[src/rtl/mirq_pkg.sv]
package mirq_pkg;
  localparam int MIRQ_A_MASK   = 0;
  localparam int MIRQ_A_MASK_B = 1;
  localparam int MIRQ_A_ACK    = 2;
  localparam int MIRQ_A_STAT   = 3;
  localparam int MIRQ_A_STAT_B = 4;

  typedef struct packed {
    logic mask_a;
    logic mask_b;
    logic ack;
  } mirq_wr_t;
endpackage

[src/rtl/mirq_decode.sv]
module mirq_decode
  import mirq_pkg::*;
#(
  parameter int ADDR_W = 3
) (
  input  logic [ADDR_W-1:0] addr,
  input  logic              we,
  output mirq_wr_t          wr
);
  always_comb begin
    wr.mask_a = we && (addr == ADDR_W'(MIRQ_A_MASK));
    wr.mask_b = we && (addr == ADDR_W'(MIRQ_A_MASK_B));
    wr.ack    = we && (addr == ADDR_W'(MIRQ_A_ACK));
  end
endmodule

[src/rtl/mirq_regs.sv]
module mirq_regs
  import mirq_pkg::*;
#(
  parameter int REQ_W  = 8,
  parameter int DATA_W = 8
) (
  input  logic              clk,
  input  logic              rst,
  input  mirq_wr_t          wr,
  input  logic [DATA_W-1:0] wdata,
  output logic [REQ_W-1:0]  enable,
  output logic [REQ_W-1:0]  enable_nxt,
  output logic [DATA_W-1:0] mask_b
);
  logic [REQ_W-1:0] inv_w;
  assign inv_w      = REQ_W'(~wdata);
  assign enable_nxt = wr.mask_a ? inv_w : enable;

  always_ff @(posedge clk) begin
    if (rst) begin
      enable <= '0;
      mask_b <= '0;
    end else begin
      enable <= enable_nxt;
      if (wr.mask_b) mask_b <= wdata;
    end
  end

  assert_mask_inverse_R2: assert property (@(posedge clk) disable iff (rst)
    wr.mask_a |=> (enable == REQ_W'(~$past(wdata))));
  assert_maskb_store_R9: assert property (@(posedge clk) disable iff (rst)
    wr.mask_b |=> (mask_b == $past(wdata)));
endmodule

[src/rtl/mirq_pending.sv]
module mirq_pending #(
  parameter int REQ_W = 8
) (
  input  logic             clk,
  input  logic             rst,
  input  logic             ack_we,
  input  logic [3:0]       ack_idx,
  input  logic [REQ_W-1:0] post,
  input  logic [REQ_W-1:0] clr,
  output logic [REQ_W-1:0] pending,
  output logic [REQ_W-1:0] pending_nxt
);
  logic [REQ_W-1:0] ack_vec;

  generate
    for (genvar i = 0; i < REQ_W; i++) begin : g_ack
      assign ack_vec[i] = ack_we && (int'(ack_idx) == i);
    end
  endgenerate

  assign pending_nxt = (pending & ~clr & ~ack_vec) | post;

  always_ff @(posedge clk) begin
    if (rst) pending <= '0;
    else     pending <= pending_nxt;
  end

  assert_post_wins_R7: assert property (@(posedge clk) disable iff (rst)
    (|post) |=> ((pending & $past(post)) == $past(post)));
  assert_clear_removes_R6: assert property (@(posedge clk) disable iff (rst)
    ((|clr) && !(|post)) |=> ((pending & $past(clr)) == '0));
endmodule

[src/rtl/mirq_line.sv]
module mirq_line
  import mirq_pkg::*;
#(
  parameter int REQ_W = 8
) (
  input  logic             clk,
  input  logic             rst,
  input  mirq_wr_t         wr,
  input  logic [REQ_W-1:0] post,
  input  logic [REQ_W-1:0] clr,
  input  logic [REQ_W-1:0] pending_nxt,
  input  logic [REQ_W-1:0] enable_nxt,
  output logic             irq
);
  logic any_en;
  logic irq_nxt;

  assign any_en = |(pending_nxt & enable_nxt);

  always_comb begin
    irq_nxt = irq;
    if (|post)                irq_nxt = 1'b1;
    else if (wr.ack)          irq_nxt = 1'b0;
    else if (wr.mask_a)       irq_nxt = any_en;
    else if ((|clr) && !any_en) irq_nxt = 1'b0;
  end

  always_ff @(posedge clk) begin
    if (rst) irq <= 1'b0;
    else     irq <= irq_nxt;
  end

  assert_post_raises_R5: assert property (@(posedge clk) disable iff (rst)
    (|post) |=> irq);
  assert_ack_drops_R4: assert property (@(posedge clk) disable iff (rst)
    (wr.ack && !(|post)) |=> !irq);
  assert_rise_cause_R3: assert property (@(posedge clk) disable iff (rst)
    $rose(irq) |-> $past((|post) || wr.mask_a));
  assert_fall_cause_R6: assert property (@(posedge clk) disable iff (rst)
    $fell(irq) |-> $past(wr.ack || wr.mask_a || (|clr)));
  assert_maskb_inert_R9: assert property (@(posedge clk) disable iff (rst)
    (wr.mask_b && !(|post) && !(|clr)) |=> $stable(irq));
endmodule

[src/rtl/mirq_aggregator.sv]
module mirq_aggregator
  import mirq_pkg::*;
#(
  parameter int REQ_W  = 8,
  parameter int DATA_W = 8,
  parameter int ADDR_W = 3
) (
  input  logic              clk,
  input  logic              rst,
  input  logic [ADDR_W-1:0] bus_addr,
  input  logic              bus_we,
  input  logic [DATA_W-1:0] bus_wdata,
  output logic [DATA_W-1:0] bus_rdata,
  input  logic [REQ_W-1:0]  dev_post,
  input  logic [REQ_W-1:0]  dev_clear,
  output logic              irq_o
);
  mirq_wr_t         wr;
  logic [REQ_W-1:0] enable, enable_nxt, pending, pending_nxt;
  logic [DATA_W-1:0] mask_b;
  logic [DATA_W-1:0] rd_nxt;

  mirq_decode #(.ADDR_W(ADDR_W)) u_dec (
    .addr(bus_addr), .we(bus_we), .wr(wr));

  mirq_regs #(.REQ_W(REQ_W), .DATA_W(DATA_W)) u_regs (
    .clk(clk), .rst(rst), .wr(wr), .wdata(bus_wdata),
    .enable(enable), .enable_nxt(enable_nxt), .mask_b(mask_b));

  mirq_pending #(.REQ_W(REQ_W)) u_pend (
    .clk(clk), .rst(rst), .ack_we(wr.ack), .ack_idx(bus_wdata[3:0]),
    .post(dev_post), .clr(dev_clear),
    .pending(pending), .pending_nxt(pending_nxt));

  mirq_line #(.REQ_W(REQ_W)) u_line (
    .clk(clk), .rst(rst), .wr(wr), .post(dev_post), .clr(dev_clear),
    .pending_nxt(pending_nxt), .enable_nxt(enable_nxt), .irq(irq_o));

  always_comb begin
    if (bus_addr == ADDR_W'(MIRQ_A_MASK))        rd_nxt = DATA_W'(~enable);
    else if (bus_addr == ADDR_W'(MIRQ_A_MASK_B)) rd_nxt = mask_b;
    else if (bus_addr == ADDR_W'(MIRQ_A_STAT))   rd_nxt = DATA_W'(pending);
    else                                         rd_nxt = '0;
  end

  always_ff @(posedge clk) begin
    if (rst) bus_rdata <= '0;
    else     bus_rdata <= rd_nxt;
  end

  assert_reset_clear_R1: assert property (@(posedge clk)
    rst |=> (!irq_o && (pending == '0) && (enable == '0)));
  assert_status_read_R8: assert property (@(posedge clk) disable iff (rst)
    (bus_addr == ADDR_W'(MIRQ_A_STAT)) |=> (bus_rdata == DATA_W'($past(pending))));
endmodule

[config.mk]
export PLATFORM = sky130hd
export DESIGN_NAME = mirq_aggregator
export DESIGN_NICKNAME = d
export VERILOG_FILES = /design/src/rtl/mirq_pkg.sv /design/src/rtl/mirq_decode.sv /design/src/rtl/mirq_regs.sv /design/src/rtl/mirq_pending.sv /design/src/rtl/mirq_line.sv /design/src/rtl/mirq_aggregator.sv
export SDC_FILE = /design/constraint.sdc
export NUM_CORES = 1
export LEC_CHECK = 0
export ABC_CLOCK_PERIOD_IN_PS = 4600
export BUFFER_PORTS_ARGS = -buffer_cell sky130_fd_sc_hd__buf_2
export CORE_AREA = 3 3 66 68
export CTS_CLUSTER_SIZE = 12
export DETAILED_ROUTE_END_ITERATION = 12
export DIE_AREA = 0 0 69 71
export PLACE_DENSITY_LB_ADDON = 0.08
export SYNTH_ARGS = -nofsm -noshare
export SYNTH_HDL_FRONTEND = slang
export SYNTH_SLANG_ARGS = --single-unit
[constraint.sdc]
create_clock -name clk -period 4.6 [get_ports clk]
set_clock_uncertainty 0.15 [all_clocks]
set_input_delay 0.92 -clock clk [delete_from_list [all_inputs] [get_ports clk]]
set_output_delay 0.92 -clock clk [all_outputs]
set_load 0.02 [all_outputs]
==> summary.md, run 1 <==
| Metric | Value |
|---|---|
| Status | `finished, final reports clean` |
| Clk Latency, worst-skew pair | `0.28 ns` |
| Routed Antenna Nets | `0` |
| Syn Nets | `191` |
| Hold slack | `0.2858 ns` |
| Post-layout nets | `227` |
| Fin crit share | `0.5927` |
| Main flop type after synthesis | `dfxtp_1` |
| Async set-reset flop share out of synthesis | `0` |
| Worst vdd ir | `167.8 uV` |
| Kind of end point of the critical path | `flip-flop` |
| Drc violations | `0` |
| DIE AREA | `0.004899 mm2` |
| Vias in the first global route | `1332` |
| Port Buf Inserts | `38` |
| Yosys cell types | `27` |
| Avg Inst Size Synth | `9.248 um2` |
| Clock Sinks | `33` |
| Critical Path AT | `2.74 ns` |
| # setup viols final | `0` |
| Area Overhead vs Synth | `21.18%` |
| Maximum root-to-sink buffer count | `2` |
| Die width | `69 um` |
| Min cycle time layout | `2.726 ns` |
| Worst R2R Start | `u_pend.pending[1]$_SDFF_PP0_` |
| Min-Delay Path Class | `reg -> reg` |
| First-pass GRT wire length | `6589 um` |
| Final WL | `3965 um` |
| Hold_sp | `u_regs.enable[3]$_SDFF_PP0_` |
| Fin. Hold Viols | `0` |
| DR WL/cell | `15.99 um` |
| GPL Wtd Cong | `0.8087` |
| Ys Warns | `0` |
| Clock Tree Root | `clkbuf_8` |
| GR Util met2 | `0.2606` |
| Largest net degree at the start of global routing | `28` |
| First DRT Iteration DRCs | `52` |
| Least-Margin Pin Slew | `0.9312 ns` |
| CTS Buf Count | `5` |
| MaxCap Viol Count | `0` |
| Non-Filler Instances | `248` |
| P_leak | `0.0007817 uW` |
| Synthesized area | `0.001489 mm2` |
| R2R cell count | `5` |
| CP max FO | `12` |
| TritonRoute pass-1 iters | `4` |
| Final TNS setup | `0 ns` |
| CP Launch Type | `primary input` |
| Core area | `0.003914 mm2` |
| GRT Total Usage | `0.1688` |
| Layout cells sized above 1 | `0.2424` |
| Most frequent cell after synthesis | `dfxtp_1` |
| Max Clk Rate | `366.8 MHz` |
| Total power | `619.3 uW` |
| Max-slew headroom | `0.3745` |
| Total number of vias | `1337` |
| GR Util met3 | `0.04545` |
| Max-slew violations | `0` |
| DP Cell Count | `240` |
| Busiest layer in global routing | `met2` |
| CP Data Required Time | `4.62 ns` |
| Htree depth | `2` |
| RSZ-0062 raised after global routing | `no` |
| Clk pin slew, worst setup/hold paths | `0.07 ns` |
| Register area share after synthesis | `0.4437` |
| Top cell type's share of synthesized area | `0.4437` |
| Antenna violations before repair | `0` |
| Post-Syn Instances | `161` |
| Critical path class | `in -> reg` |
| Post-synth EDFFs | `0` |
| Hold Path Stages | `1` |
| Commonest cells post-synth | `dfxtp_1, nor2_1, mux2i_1` |
| Hold Crit Endpoint | `bus_rdata[3]$_SDFF_PP0_` |
| Antenna diode count | `0` |
| Reg-to-reg critical path endpoint | `u_line.irq$_SDFFE_PP0P_` |
| Post-CTS Resized | `0` |
| # hold bufs at CTS | `0` |
| # IOs | `39` |
| Rows | `23` |
| Synth Register Bits | `33` |
| Yosys top cell by area | `dfxtp_1` |
| Routing usage on met1 | `0.2262` |
| Flop-to-flop setup slack | `3.11 ns` |
| Starting Density | `0.3804` |
| Grt total ovfl | `0` |
| Postcts setup bufs | `0` |
| Die height | `71 um` |
| Top cells by area, synth | `dfxtp_1, mux2i_1, nor2_1, o2bb2ai_1, o32ai_1` |
| Fillers | `415` |
| Pwr Density | `343.3 mW/mm2` |
| Placed wire-length estimate | `3069 um` |
| CTS tree | `built` |
| Vias per cell | `5.391` |
==> area by class of cell <==
class                   count  area [um2]  share of cell area
clock buffers               7       96.34             0.05340
clock inverters             1       5.005            0.002774
inverters                   9       33.78             0.01872
multi-input cells         109       748.2              0.4147
flip-flops and latches     33       660.6              0.3662
well taps                  50       62.56             0.03467
repair buffers             39       197.7              0.1096
==> worst max-delay path, cell delays in order <==
cell and delay [ns]:
buf_2 0.16, or4b_1 0.82, mux2i_1 0.31, o22ai_1 0.12, nor4_1 0.30, o21ai_1 0.11
==> metrics by stage <==
stage,utilization,cell area [um2],worst slack [ns]
finish,0.4610,1804,1.874
global placement,0.4351,1703,1.687
detailed placement,0.4351,1703,1.573
floorplan,-,1489,2.092
CTS,0.4610,1804,1.871
global route,0.4610,1804,1.758
==> worst max path at each step <==
stage                start                       to  slack, ns  cells after the start
2_1_floorplan  bus_addr[0]  u_line.irq$_SDFFE_PP0P_       2.09                      6
3_3_place_gp   bus_addr[0]  u_line.irq$_SDFFE_PP0P_       1.69                      6
3_5_place_dp   bus_addr[0]  u_line.irq$_SDFFE_PP0P_       1.57                      6
4_1_cts        bus_addr[0]  u_line.irq$_SDFFE_PP0P_       1.87                      6
5_1_grt        bus_addr[0]  u_line.irq$_SDFFE_PP0P_       1.76                      6
6_report       bus_addr[0]  u_line.irq$_SDFFE_PP0P_       1.87                      6
==> registers in the layout, indices dropped and copies added, names as in the netlist <==
| signal | count |
|---|---|
| u_pend.pending | 8 |
| u_line.irq | 1 |
| u_regs.mask_b | 8 |
| bus_rdata | 8 |
| u_regs.enable | 8 |
==> logic make-up (layout without fill, tap and decap cells) <==
kind of cell / count (synthesis) / after routing / synth area share
buffers and inverters: 19 / 56 / 0.05378
DFF: 33 / 33 / 0.4437
AOI/OAI and AO/OA: 32 / 32 / 0.1672
muxes: 16 / 16 / 0.1076
and+or+nand+nor: 61 / 61 / 0.2277
==> power by group <==
| part | internal [uW] | leakage, uW | switching (uW) | total, uW |
|---|---|---|---|---|
| Combinational | 31.6 | 0.000457 | 44.7 | 76.3 |
| Clock | 135 | 0.0000542 | 104 | 239 |
| Sequential | 297 | 0.000270 | 6.49 | 304 |
==> per-layer routing <==
layer / wire [um] / vias to the layer above
met2: 1678 / 50
li1: - / 661
met4: 59 / 0
met1: 1981 / 619
met3: 246 / 7
met5: 0 / -
==> cells in the final DEF (no fill, tap or decap) <==
| cell type | Yosys | layout |
|---|---|---|
| buf_2 | 1 | 38 |
| dfxtp_1 | 33 | 33 |
| nor2_1 | 24 | 24 |
| mux2i_1 | 16 | 16 |
| nor2b_1 | 9 | 9 |
| inv_1 | 8 | 8 |
| o32ai_1 | 8 | 8 |
| nand2_1 | 8 | 8 |
| o2bb2ai_1 | 8 | 8 |
| a211oi_1 | 8 | 8 |
| clkbuf_8 | 0 | 7 |
| or4b_1 | 6 | 6 |
| o22ai_1 | 4 | 4 |
| nor3_1 | 3 | 3 |
| nor4_1 | 3 | 3 |
| nand4bb_1 | 2 | 2 |
| or4_1 | 2 | 2 |
| o21ai_1 | 2 | 2 |
| nand2b_1 | 1 | 1 |
| nor3b_1 | 1 | 1 |
| clkinv_1 | 1 | 1 |
| or4bb_1 | 1 | 1 |
| or2_2 | 1 | 1 |
| a21oi_1 | 1 | 1 |
| a41oi_1 | 1 | 1 |
| clkinv_2 | 0 | 1 |
| buf_4 | 0 | 1 |
Power figures use the tool's default switching activity.
==> run 2: changes to the inputs <==
--- a/config.mk
+++ b/config.mk
@@ -5,7 +5,7 @@
 export SDC_FILE = /design/constraint.sdc
 export NUM_CORES = 1
 export LEC_CHECK = 0
-export ABC_CLOCK_PERIOD_IN_PS = 4600
+export ABC_CLOCK_PERIOD_IN_PS = 2700
 export BUFFER_PORTS_ARGS = -buffer_cell sky130_fd_sc_hd__buf_2
 export CORE_AREA = 3 3 66 68
 export CTS_CLUSTER_SIZE = 12
==> constraint.sdc (replaced) <==
create_clock -name clk -period 2.7 [get_ports clk]
set_clock_uncertainty 0.15 [all_clocks]
set_input_delay 0.54 -clock clk [delete_from_list [all_inputs] [get_ports clk]]
set_output_delay 0.54 -clock clk [all_outputs]
set_load 0.02 [all_outputs]
==> run 2 against run 1 <==
Effect of this change:
- global-route usage rose by 0.58 points
- clock power is 70% higher
- critical endpoint unchanged
- setup slack worse by 1.5 ns
- non-clock buffer count is 3 higher
- first-iteration DRC count grew 29%
- die area unchanged
- critical path type unchanged
- sequential share of layout area decreased by 0.45 points
- sequential power grew 70%
- combinational power up 76%
- total power up 71%
- utilization up 0.58 points
- routed wire length is 3.1% higher
==> summary.md, run 2 (same netlist as run 1, synthesis figures left out) <==
| Metric | Value |
|---|---|
| Status | `finished, final reports clean` |
| Routed Antenna Nets | `0` |
| GPL Wtd Cong | `0.8496` |
| Antenna violations before repair | `0` |
| Die height | `71 um` |
| Fillers | `424` |
| Postcts setup bufs | `0` |
| Max-slew headroom | `0.6605` |
| Most common cell after layout, fill and taps aside | `buf_2` |
| Clk Latency, worst-skew pair | `0.28 ns` |
| Crit path max-delay cell type | `or4b_1` |
| Max Clk Rate | `426.2 MHz` |
| Final TNS setup | `0 ns` |
| Worst vdd ir | `270.5 uV` |
| CP Launch Type | `primary input` |
| Fin crit share | `0.8690` |
| Starting Density | `0.3804` |
| Largest net degree at the start of global routing | `28` |
| Antenna diode count | `0` |
| Grt total ovfl | `0` |
| CTS tree | `built` |
| Total number of vias | `1384` |
| Critical path class | `in -> reg` |
| Drc violations | `0` |
| # setup viols final | `0` |
| Register Area | `660.6 um2` |
| TritonRoute pass-1 iters | `4` |
| Clock Sinks | `33` |
| # hold bufs at CTS | `0` |
| Post-Route Utilization | `0.4668` |
| CP max FO | `12` |
| Pint | `792.1 uW` |
| Gate power share | `0.126` |
| Post-layout nets | `230` |
| Min cycle time layout | `2.346 ns` |
| Clk pin slew, worst setup/hold paths | `0.07 ns` |
| Rows | `23` |
| Vias in the first global route | `1398` |
| Worst path max stage delay | `0.80 ns` |
| GRT Total Usage | `0.1746` |
| DIE AREA | `0.004899 mm2` |
| RSZ-0062 raised after global routing | `no` |
| Most frequent cells in the layout | `buf_2, dfxtp_1, nor2_1` |
| Fin. Hold Viols | `0` |
| Max-slew violations | `0` |
| Layout cells sized above 1 | `0.2537` |
| First-pass GRT wire length | `6844 um` |
| Vias per cell | `5.514` |
| # IOs | `39` |
| Clock Tree Root | `clkbuf_8` |
| Core area | `0.003914 mm2` |
| Final WL | `4089 um` |
| Sequential fraction of design power | `0.490` |
| Critical path cell sequence | `buf_2 -> or4b_1 -> mux2i_1 -> o22ai_1 -> nor4_1 -> o21ai_1` |
| Critical Path AT | `2.37 ns` |
| Post-CTS Resized | `0` |
| Die width | `69 um` |
| Sw Pwr | `264.8 uW` |
| Placed wire-length estimate | `3140 um` |
| DR WL/cell | `16.29 um` |
| CP Data Required Time | `2.72 ns` |
| Htree depth | `2` |
| Maximum root-to-sink buffer count | `2` |
| Kind of end point of the critical path | `flip-flop` |
| Clock power share | `0.384` |
| CTS Buf Count | `5` |
| Port Buf Inserts | `38` |
| Min-Delay Path Class | `reg -> reg` |
| Pwr Density | `578.6 mW/mm2` |
| MaxCap Viol Count | `0` |
| Least-Margin Pin Slew | `0.5092 ns` |
| Multi-input gate area | `748.2 um2` |
| Area Overhead vs Synth | `22.69%` |
| P_leak | `0.0007966 uW` |
| Sw frac | `0.2505` |
| First DRT Iteration DRCs | `67` |
run 2: changes by cell type in the layout (fill, tap and decap cells not counted):
cell   change
buf_4      +3
run 2: power by group through the flow:
stage                     Combinational, uW  Sequential [uW]  Clock [uW]
after floorplan                        68.6              532           0
after global placement                  132              529           0
after detailed placement                133              528           0
after CTS                               134              517         420
after global routing                    147              519         441
final                                   134              517         406
run 2: layout make-up:
| class | instances | share of cell area |
|---|---|---|
| multi-input cells | 109 | 0.4096 |
| flip-flops and latches | 33 | 0.3616 |
| repair buffers | 42 | 0.1205 |
| clock buffers | 7 | 0.05274 |
| well taps | 50 | 0.03425 |
| inverters | 9 | 0.01849 |
| clock inverters | 1 | 0.002740 |
run 2: through the flow:
stage	power [uW]	instance area, um2	cells	hold WS (ns)	worst slack (ns)
after floorplan	600.4	1489	161	0.2613	0.5725
after global placement	660.6	1725	243	0.2937	0.1528
after detailed placement	660.9	1725	243	0.2926	0.07466
after CTS	1071	1827	251	0.2999	0.3797
after global routing	1106	1827	251	0.3115	0.2630
final	1057	1827	251	0.3006	0.3536
run 2: worst max-delay path: cells and delay by family:
kind | cells | cell delay (ns)
AOI/OAI and AO/OA | 2 | 0.24
buffers and inverters | 1 | 0.17
muxes | 1 | 0.33
and+or+nand+nor | 2 | 1.09
run 2: path summary, 6_finish.rpt:
| path | from | endpoint | slack (ns) | depth (start not counted) |
|---|---|---|---|---|
| worst min-delay path | u_regs.enable[4]$_SDFF_PP0_ | bus_rdata[4]$_SDFF_PP0_ | 0.30 | 1 |
| worst max register to register | u_pend.pending[3]$_SDFF_PP0_ | u_line.irq$_SDFFE_PP0P_ | 1.22 | 5 |
| worst max-delay path | bus_addr[0] | u_line.irq$_SDFFE_PP0P_ | 0.35 | 6 |
| worst min register to register | u_regs.enable[4]$_SDFF_PP0_ | bus_rdata[4]$_SDFF_PP0_ | 0.30 | 1 |
run 2: layer usage:
| layer | vias up | share of wire | GRT usage | wire, um |
|---|---|---|---|---|
| met3 | 6 | 0.074 | 0.04972 | 304 |
| met4 | 0 | 0.015 | 0.06074 | 63 |
| met5 | - | 0 | 0 | 0 |
| li1 | 665 | - | - | - |
| met1 | 652 | 0.46 | 0.2275 | 1882 |
| met2 | 61 | 0.45 | 0.2775 | 1837 |
